--- config.mk ---
export PLATFORM = sky130hd
export DESIGN_NAME = dma_atomic_xfer
export DESIGN_NICKNAME = d
export VERILOG_FILES = /design/src/rtl/dma_atomic_xfer.sv
export SDC_FILE = /design/constraint.sdc
export NUM_CORES = 1
export LEC_CHECK = 0
export ABC_CLOCK_PERIOD_IN_PS = 2750
export BUFFER_PORTS_ARGS = -buffer_cell sky130_fd_sc_hd__buf_2
export CORE_MARGIN = 8
export CORE_UTILIZATION = 54
export CTS_CLUSTER_SIZE = 8
export DETAILED_ROUTE_END_ITERATION = 7
export MAX_ROUTING_LAYER = met4
export PLACE_DENSITY = 0.8
export SLEW_MARGIN = 20
export SYNTH_ARGS = -nofsm -noshare
export SYNTH_HDL_FRONTEND = slang
export SYNTH_SLANG_ARGS = --single-unit
--- constraint.sdc ---
create_clock -name clk -period 2.75 [get_ports clk]
set_clock_uncertainty 0.05 [all_clocks]
set_input_delay 0.1375 -clock clk [delete_from_list [all_inputs] [get_ports clk]]
set_output_delay 0.1375 -clock clk [all_outputs]
set_load 0.02 [all_outputs]
--- src/rtl/dma_atomic_xfer.sv ---
module dma_atomic_xfer #(
  parameter int AW        = 32,
  parameter int DW        = 32,
  parameter int BURST_LEN = 4
) (
  input  logic          clk,
  input  logic          rst_n,
  input  logic          start,
  input  logic [AW-1:0] src_addr,
  input  logic [AW-1:0] dst_addr,
  input  logic [1:0]    size_code,
  input  logic          burst,
  input  logic          src_inc,
  input  logic          dst_inc,
  output logic          bus_req,
  output logic          bus_we,
  output logic [AW-1:0] bus_addr,
  output logic [1:0]    bus_size,
  output logic [DW-1:0] bus_wdata,
  input  logic [DW-1:0] bus_rdata,
  input  logic          bus_ready,
  output logic          busy,
  output logic          done,
  output logic          err,
  output logic [AW-1:0] next_src,
  output logic [AW-1:0] next_dst
);
  localparam int IW = (BURST_LEN > 1) ? $clog2(BURST_LEN) : 1;
  localparam logic [IW-1:0] LAST_IDX = IW'(BURST_LEN - 1);

  typedef enum logic [1:0] {S_IDLE, S_READ, S_WRITE} state_t;

  state_t        st;
  logic [AW-1:0] cur_src, cur_dst;
  logic [1:0]    size_q;
  logic          burst_q, sinc_q, dinc_q;
  logic [IW-1:0] idx;
  logic [DW-1:0] hold [BURST_LEN];
  logic          done_q, err_q;

  logic          beat, last_beat;
  logic [AW-1:0] step;

  assign step      = {{(AW-1){1'b0}}, 1'b1} << size_q;
  assign beat      = (st != S_IDLE) && bus_ready;
  assign last_beat = burst_q ? (idx == LAST_IDX) : 1'b1;

  assign bus_req   = (st != S_IDLE);
  assign bus_we    = (st == S_WRITE);
  assign bus_addr  = (st == S_WRITE) ? cur_dst : cur_src;
  assign bus_size  = size_q;
  assign bus_wdata = hold[idx];
  assign busy      = (st != S_IDLE);
  assign done      = done_q;
  assign err       = err_q;
  assign next_src  = cur_src;
  assign next_dst  = cur_dst;

  always_ff @(posedge clk or negedge rst_n) begin
    if (!rst_n) begin
      st      <= S_IDLE;
      cur_src <= '0;
      cur_dst <= '0;
      size_q  <= '0;
      burst_q <= 1'b0;
      sinc_q  <= 1'b0;
      dinc_q  <= 1'b0;
      idx     <= '0;
      done_q  <= 1'b0;
      err_q   <= 1'b0;
    end else begin
      done_q <= 1'b0;
      err_q  <= 1'b0;
      case (st)
        S_IDLE: begin
          if (start) begin
            if (size_code == 2'b11) begin
              err_q <= 1'b1;
            end else begin
              st      <= S_READ;
              cur_src <= src_addr;
              cur_dst <= dst_addr;
              size_q  <= size_code;
              burst_q <= burst;
              sinc_q  <= src_inc;
              dinc_q  <= dst_inc;
              idx     <= '0;
            end
          end
        end
        S_READ: begin
          if (beat) begin
            if (sinc_q) cur_src <= cur_src + step;
            if (last_beat) begin
              idx <= '0;
              st  <= S_WRITE;
            end else begin
              idx <= idx + 1'b1;
            end
          end
        end
        S_WRITE: begin
          if (beat) begin
            if (dinc_q) cur_dst <= cur_dst + step;
            if (last_beat) begin
              idx    <= '0;
              st     <= S_IDLE;
              done_q <= 1'b1;
            end else begin
              idx <= idx + 1'b1;
            end
          end
        end
        default: st <= S_IDLE;
      endcase
    end
  end

  always_ff @(posedge clk) begin
    if (st == S_READ && bus_ready) hold[idx] <= bus_rdata;
  end
endmodule


==> metrics.txt, run 1 <==
Synth Area in Simple Gates=12.6%; Slowest-stage cell, CP=or3_2; post-synthesis sequential area ratio=57.8%; post-layout min period=2.59 ns; Fillers=1168; drt total wl=32100 µm; I/O pins=240; Die H=151 µm; Top delay family on crit path=simple AND/OR/NAND/NOR gates; most frequent cell after synthesis=edfxtp_1; final hold viol count=0; CP peak stage delay=0.49 ns; setup violators final=0; crit-path cells=nor2_1, ha_2, ha_1, inv_1, o21ai_0, a31oi_1, buf_4, or3_2, a21oi_1, a2bb2oi_1; RSZ-0062 raised after global routing=no; CP startpoint kind=flip-flop; sum of buffers and inverters on the critical path=2; clock sink count=203; synthesized area=9890 µm²; number of routed nets with antenna violations=0; run status=finished, final reports clean; Worst-Skew Late Latency=0.54 ns; core area=18000 µm²; CP required=3.16 ns; Pleak=5.18 nW; Via-to-Cell Ratio=6.21; main combinational cell family by area after synthesis=compound AO/OA/AOI/OAI gates; Max IR drop VDD=0.00101 V; largest cells by area after synthesis=edfxtp_1 39%, dfrtp_1 19%, mux4_2 7.3%; CTS H-tree lvls=1; Initial Util=55.1%; Yosys cell types=68; GPL Wtd Cong=0.963; Placement Setup Slack=0.140 ns; CP arrival=2.99 ns; initial antenna violation count=0; Tcrit/Tclk final=94.0%; multi-input logic area=3940 µm²; syn_area_per_cell=12.5 µm²; Max Freq=387 MHz; share of cells above drive strength 1=33.7%; leading cell types by count after synthesis=128 x edfxtp_1, 75 x dfrtp_1, 52 x a21oi_1; #FFs+latches synth=203; leading area contributor after synthesis=edfxtp_1; Post-synth EDFFs=128; crit path kind=flip-flop to flip-flop; worst slew pin tran=0.981 ns; Post-Synth Adder-Cell Area=1.64%; area delta synth->final=34.0%; Worst-path clk slew=0.05 ns; dpl hpwl=21700 µm; cell area power density=1150 nW/µm²; Post-Syn Nets=910; # Post-CTS Setup Buffers=0; Synth Instances=792; remaining global-route overflow=0; CTS buffer count=29; post-synth top area share=38.9%; Hold Crit Class=input pin to flip-flop; YS warnings=0; TritonCTS clock tree=yes; mux cell area share after synthesis=11.6%; fin nets=1264; total of max-cap violations=0; drt first pass iters=7; sequential cell area=5720 µm²; worst relative slew slack=34.3%; die area=22900 µm²; gr usage total=28.4%; Critical Path End Type=flip-flop; commonest register cell after synthesis=edfxtp_1; Wirelength per Cell=23.0 µm; Compound-Gate Fraction of Synth Area=13.4%; Vias=8672; Slew Viols, Final=0; CP Max Fanout=12; post-route DRC violation count=0; DRT iter0 DRCs=841; Synth Area in XOR/XNOR=0.354%; Die X=151 µm; CTS max path bufs=3; CTS root buf=clkbuf_16; I/O Buffers=239; first-pass GRT wire length=48900 µm; worst setup margin=0.165 ns; setup TNS=0 ns; largest net degree at the start of global routing=69; number of global-route vias before repair=8715; row cnt=49; Async S/R FF share, synth=36.9%
[what timing repair did]
action	CTS	global route
endpoints found under the hold margin	213	0
hold buffers	92	0
setup endpoints to repair	0	6
resized for setup	0	3
[sequential cells by signal (all words and copies together) (netlist names), 2 cells and up]
signal,flops
st,2
bus_size,2
hold,128
next_dst,32
idx,2
next_src,32
[cell usage in the layout (no fill, tap or decap), types with 4 or more instances in the layout]
master	count
dfrtp_1	73
and2_1	5
and3_1	19
clkbuf_16	29
ha_1	11
o31ai_1	4
a311oi_1	26
nor2b_1	5
a2bb2oi_1	4
nor4_1	6
a211oi_1	9
nand4_1	14
dlygate4sd3_1	92
nor3_1	25
o21ai_0	46
a31oi_1	9
nand3_1	29
mux2i_1	8
nor2_1	46
mux2_2	31
clkbuf_1	19
inv_1	16
mux4_2	32
a21oi_1	51
buf_2	239
edfxtp_1	128
nand2_1	47
or3_1	15
o22ai_1	21
and4_1	5
buf_4	35
[kinds of logic after synthesis]
logic type | after synthesis
AND/OR/NAND/NOR | 236
adder cells (fa/ha/maj) | 13
flip-flops | 203
AO/OA/AOI/OAI | 203
buffers and inverters | 62
multiplexers | 71
XOR/XNOR | 4
[worst paths after layout]
path | start | end | slack [ns] | cells past startpoint
max | bus_size[0]$_DFFE_PN0P_ | next_src[22]$_DFFE_PN0P_ | 0.16 | 10
min | dst_addr[16] | next_dst[16]$_DFFE_PN0P_ | 0.006 | 3
max reg2reg | bus_size[0]$_DFFE_PN0P_ | next_src[22]$_DFFE_PN0P_ | 0.16 | 10
min reg2reg | burst_q$_DFFE_PN0P_ | burst_q$_DFFE_PN0P_ | 0.45 | 1
max in group asynchronous | rst_n | idx[0]$_DFFE_PN0P_ | 1.79 | 3
min in group asynchronous | rst_n | next_src[7]$_DFFE_PN0P_ | 0.13 | 2
[worst min-delay path: cells and delay by family]
kind	cells	cell delay (ns)
AOI/OAI and AO/OA	2	0.28
buffers and inverters	1	0.13
[power breakdown]
| part | internal, W | switching (W) |
|---|---|---|
| logic | 0.00267 | 0.00437 |
| clock network | 0.00195 | 0.00127 |
| registers | 0.00399 | 0.00106 |
| total | 0.00861 | 0.00669 |
[through the flow]
stage	area [µm²]	utilization [%]	cells	hold WS [ns]	power, W
after floorplan	9890	-	792	-0.208	0.00930
after global placement	11500	64.0	1252	0.147	0.0117
after detailed placement	11500	64.0	1252	0.149	0.0118
after CTS	13200	73.7	1394	0.000454	0.0152
after global routing	13200	73.7	1394	0.0207	0.0161
final	13300	73.8	1397	0.00624	0.0153
[final cells by class]
type,count,area share (%)
tap,229,2.16
antenna,3,0.0566
clock inverter,2,0.189
inverter,17,0.481
multi-input combinational,527,29.7
timing repair buffer,368,18.2
sequential,203,43.2
clock buffer,48,6.01
[layer usage]
metal	GRT usage, %	up-vias	wire length (µm)	share of wire [%]
met5	-	-	0	0
met4	10.3	0	1180	3.7
met3	5.68	80	3190	9.9
met2	46.3	548	16100	50
met1	34.8	4189	11700	36
li1	-	3855	-	-
Note: power is estimated with default switching activity, not from simulation.
==> run 2, diff against run 1 <==
--- a/config.mk
+++ b/config.mk
@@ -5,14 +5,14 @@
 export SDC_FILE = /design/constraint.sdc
 export NUM_CORES = 1
 export LEC_CHECK = 0
-export ABC_CLOCK_PERIOD_IN_PS = 2750
+export ABC_CLOCK_PERIOD_IN_PS = 2350
 export BUFFER_PORTS_ARGS = -buffer_cell sky130_fd_sc_hd__buf_2
 export CORE_MARGIN = 8
-export CORE_UTILIZATION = 54
+export CORE_UTILIZATION = 49
 export CTS_CLUSTER_SIZE = 8
 export DETAILED_ROUTE_END_ITERATION = 7
 export MAX_ROUTING_LAYER = met4
-export PLACE_DENSITY = 0.8
+export PLACE_DENSITY = 0.77
 export SLEW_MARGIN = 20
 export SYNTH_ARGS = -nofsm -noshare
 export SYNTH_HDL_FRONTEND = slang
==> constraint.sdc (replaced) <==
create_clock -name clk -period 2.35 [get_ports clk]
set_clock_uncertainty 0.05 [all_clocks]
set_input_delay 0.1175 -clock clk [delete_from_list [all_inputs] [get_ports clk]]
set_output_delay 0.1175 -clock clk [all_outputs]
set_load 0.02 [all_outputs]
==> metrics.txt, run 2 (synthesis results as in run 1) <==
Placement Setup Slack=-0.0281 ns (-0.168 ns); worst slew pin tran=0.546 ns (-0.435 ns); Vias=9238 (+6.5%); final hold viol count=0 (unchanged); most frequent cells in the layout=238 x buf_2, 128 x edfxtp_1, 96 x dlygate4sd3_1; setup violators final=17 (+17); CTS buffer count=29 (unchanged); Hold Crit Class=input pin to flip-flop; GPL Wtd Cong=0.963 (about the same); TritonCTS clock tree=yes; Initial Util=49.4% (-5.7 points); I/O pins=240 (unchanged); core area=20000 µm² (+12%); Comb power frac=52.3% (+6.3 points); clock sink count=203 (unchanged); first-pass GRT wire length=52000 µm (+6.3%); Via-to-Cell Ratio=6.11 (-1.6%); CP startpoint kind=flip-flop; total of max-cap violations=0 (unchanged); hold slack final=0.0102 ns (+0.00394 ns); DRT iter0 DRCs=1001 (+19%); row cnt=52 (+6.1%); setup TNS=-0.729 ns (-0.729 ns); Worst-Skew Late Latency=0.55 ns (about the same); clock network fraction of design power=19.2% (-1.8 points); P_sw=0.00868 W (+30%); failing checks=setup timing; gr usage total=27.9% (-0.50 points); Fillers=1344 (+15%); CP arrival=2.81 ns (-0.18 ns); run status=finished, violations left; Max Freq=404 MHz (+4.3%); I/O Buffers=239 (unchanged); Critical Path End Type=flip-flop; Slew Viols, Final=0 (unchanged); Die X=158 µm (+4.5%); Die H=158 µm (+4.5%); Pleak=5.65 nW (+9.0%); Reg with most FFs=hold; number of routed nets with antenna violations=0 (unchanged); CP required=2.69 ns (-0.47 ns); RSZ-0062 raised after global routing=yes; remaining global-route overflow=0 (unchanged); Seq pwr share=28.5% (-4.5 points); share of cells above drive strength 1=41.9% (+8.2 points); drt total wl=35500 µm (+10%); Wirelength per Cell=23.5 µm (+2.1%); dpl hpwl=23100 µm (+6.3%); crit path kind=flip-flop to flip-flop; CP Max Fanout=7 (-5); initial antenna violation count=3 (+3); CTS H-tree lvls=1 (unchanged); fin nets=1336 (+5.7%); area delta synth->final=45.6%; Worst-path clk slew=0.05 ns (about the same); drt first pass iters=5 (-2); CTS root buf=clkbuf_16; Net Sw Frac=43.6% (-0.14 points); die area=25000 µm² (+9.1%); post-route DRC violation count=0 (unchanged); post-layout min period=2.48 ns (-0.107 ns); CTS max path bufs=3 (unchanged); cell area power density=1380 nW/µm² (+20%); worst setup margin=-0.128 ns (-0.293 ns); Tcrit/Tclk final=105% (+11 points); Int Pwr=0.0112 W (+30%); number of global-route vias before repair=9236 (+6.0%); Max IR drop VDD=0.000872 V (-13%); placement-stage cell area=12100 µm² (+5.0%); worst relative slew slack=63.6% (+29 points); post-route cell area=14400 µm² (+8.6%); max FFs per register=128 (unchanged); largest net degree at the start of global routing=41 (-41%); commonest non-fill, non-tap cell in the layout=buf_2
## run 2: cell count changes in the layout (fill, tap and decap cells not counted), sizes merged
cell / before / now
clkbuf: 48 / 50
diode: 3 / 4
dlygate4sd3: 92 / 96
bufbuf: 0 / 1
clkinvlp: 0 / 1
buf: 276 / 342
clkinv: 2 / 1
## run 2: final cells by class
cell class | count | area, µm² | area share, %
Antenna cell | 4 | 10.0 | 0.0695
Clock inverter | 2 | 27.5 | 0.191
Tap cell | 270 | 338 | 2.35
Timing Repair Buffer | 440 | 3160 | 21.9
Inverter | 17 | 63.8 | 0.443
Clock buffer | 49 | 801 | 5.56
Sequential cell | 203 | 5720 | 39.8
Multi-Input combinational cell | 527 | 4280 | 29.7
## run 2: worst paths after layout
path | from | endpoint | slack (ns) | depth (start not counted)
worst min-delay path | src_addr[18] | next_src[18]$_DFFE_PN0P_ | 0.01 | 4
worst max-delay path | bus_size[0]$_DFFE_PN0P_ | next_dst[27]$_DFFE_PN0P_ | -0.13 | 10
min in group asynchronous | rst_n | next_src[5]$_DFFE_PN0P_ | 0.04 | 2
max in group asynchronous | rst_n | next_dst[23]$_DFFE_PN0P_ | 1.54 | 3
worst min register to register | burst_q$_DFFE_PN0P_ | burst_q$_DFFE_PN0P_ | 0.48 | 1
worst max register to register | bus_size[0]$_DFFE_PN0P_ | next_dst[27]$_DFFE_PN0P_ | -0.13 | 10
## run 2: what timing repair did
item | in CTS | in global routing
pin swaps | 2 | 46
setup endpoints to repair | 10 | 52
gates cloned | 2 | 1
setup buffers | 5 | 17
hold buffers | 96 | 0
endpoints found under the hold margin | 266 | 0
resized for setup | 6 | 67
## run 2: stage by stage
step	util, %	cells	power, W
after CTS	69.8	1491	0.0191
after global routing	71.8	1511	0.0207
after detailed placement	60.2	1337	0.0148
after global placement	60.2	1337	0.0147
after floorplan	-	792	0.0110
final	71.9	1512	0.0199
## run 2: worst max-delay path, cell delays in order, from the launching register on
cell and delay, ns:
dfrtp_2 0.44, buf_6 0.14, and2_4 0.17, ha_4 0.24, and2_4 0.14, buf_6 0.11
a221oi_4 0.43, clkbuf_16 0.23, nor4_2 0.05, nor3_1 0.21, a311oi_1 0.10
## run 2: layer usage
| layer | GRT usage (%) | wire (µm) | vias up |
|---|---|---|---|
| li1 | - | - | 3985 |
| met1 | 33.6 | 13100 | 4461 |
| met2 | 45.9 | 17400 | 646 |
| met3 | 6.20 | 3540 | 146 |
| met4 | 9.92 | 1560 | 0 |
| met5 | - | 0 | - |
## run 2: power by group through the flow
stage          Sequential [W]  Clock [W]  Combinational, W
6_report              0.00568    0.00382            0.0104
5_1_grt               0.00576    0.00400            0.0109
4_1_cts               0.00561    0.00385           0.00962
3_5_place_dp          0.00565          0           0.00915
3_3_place_gp          0.00562          0           0.00903
2_1_floorplan         0.00613          0           0.00492
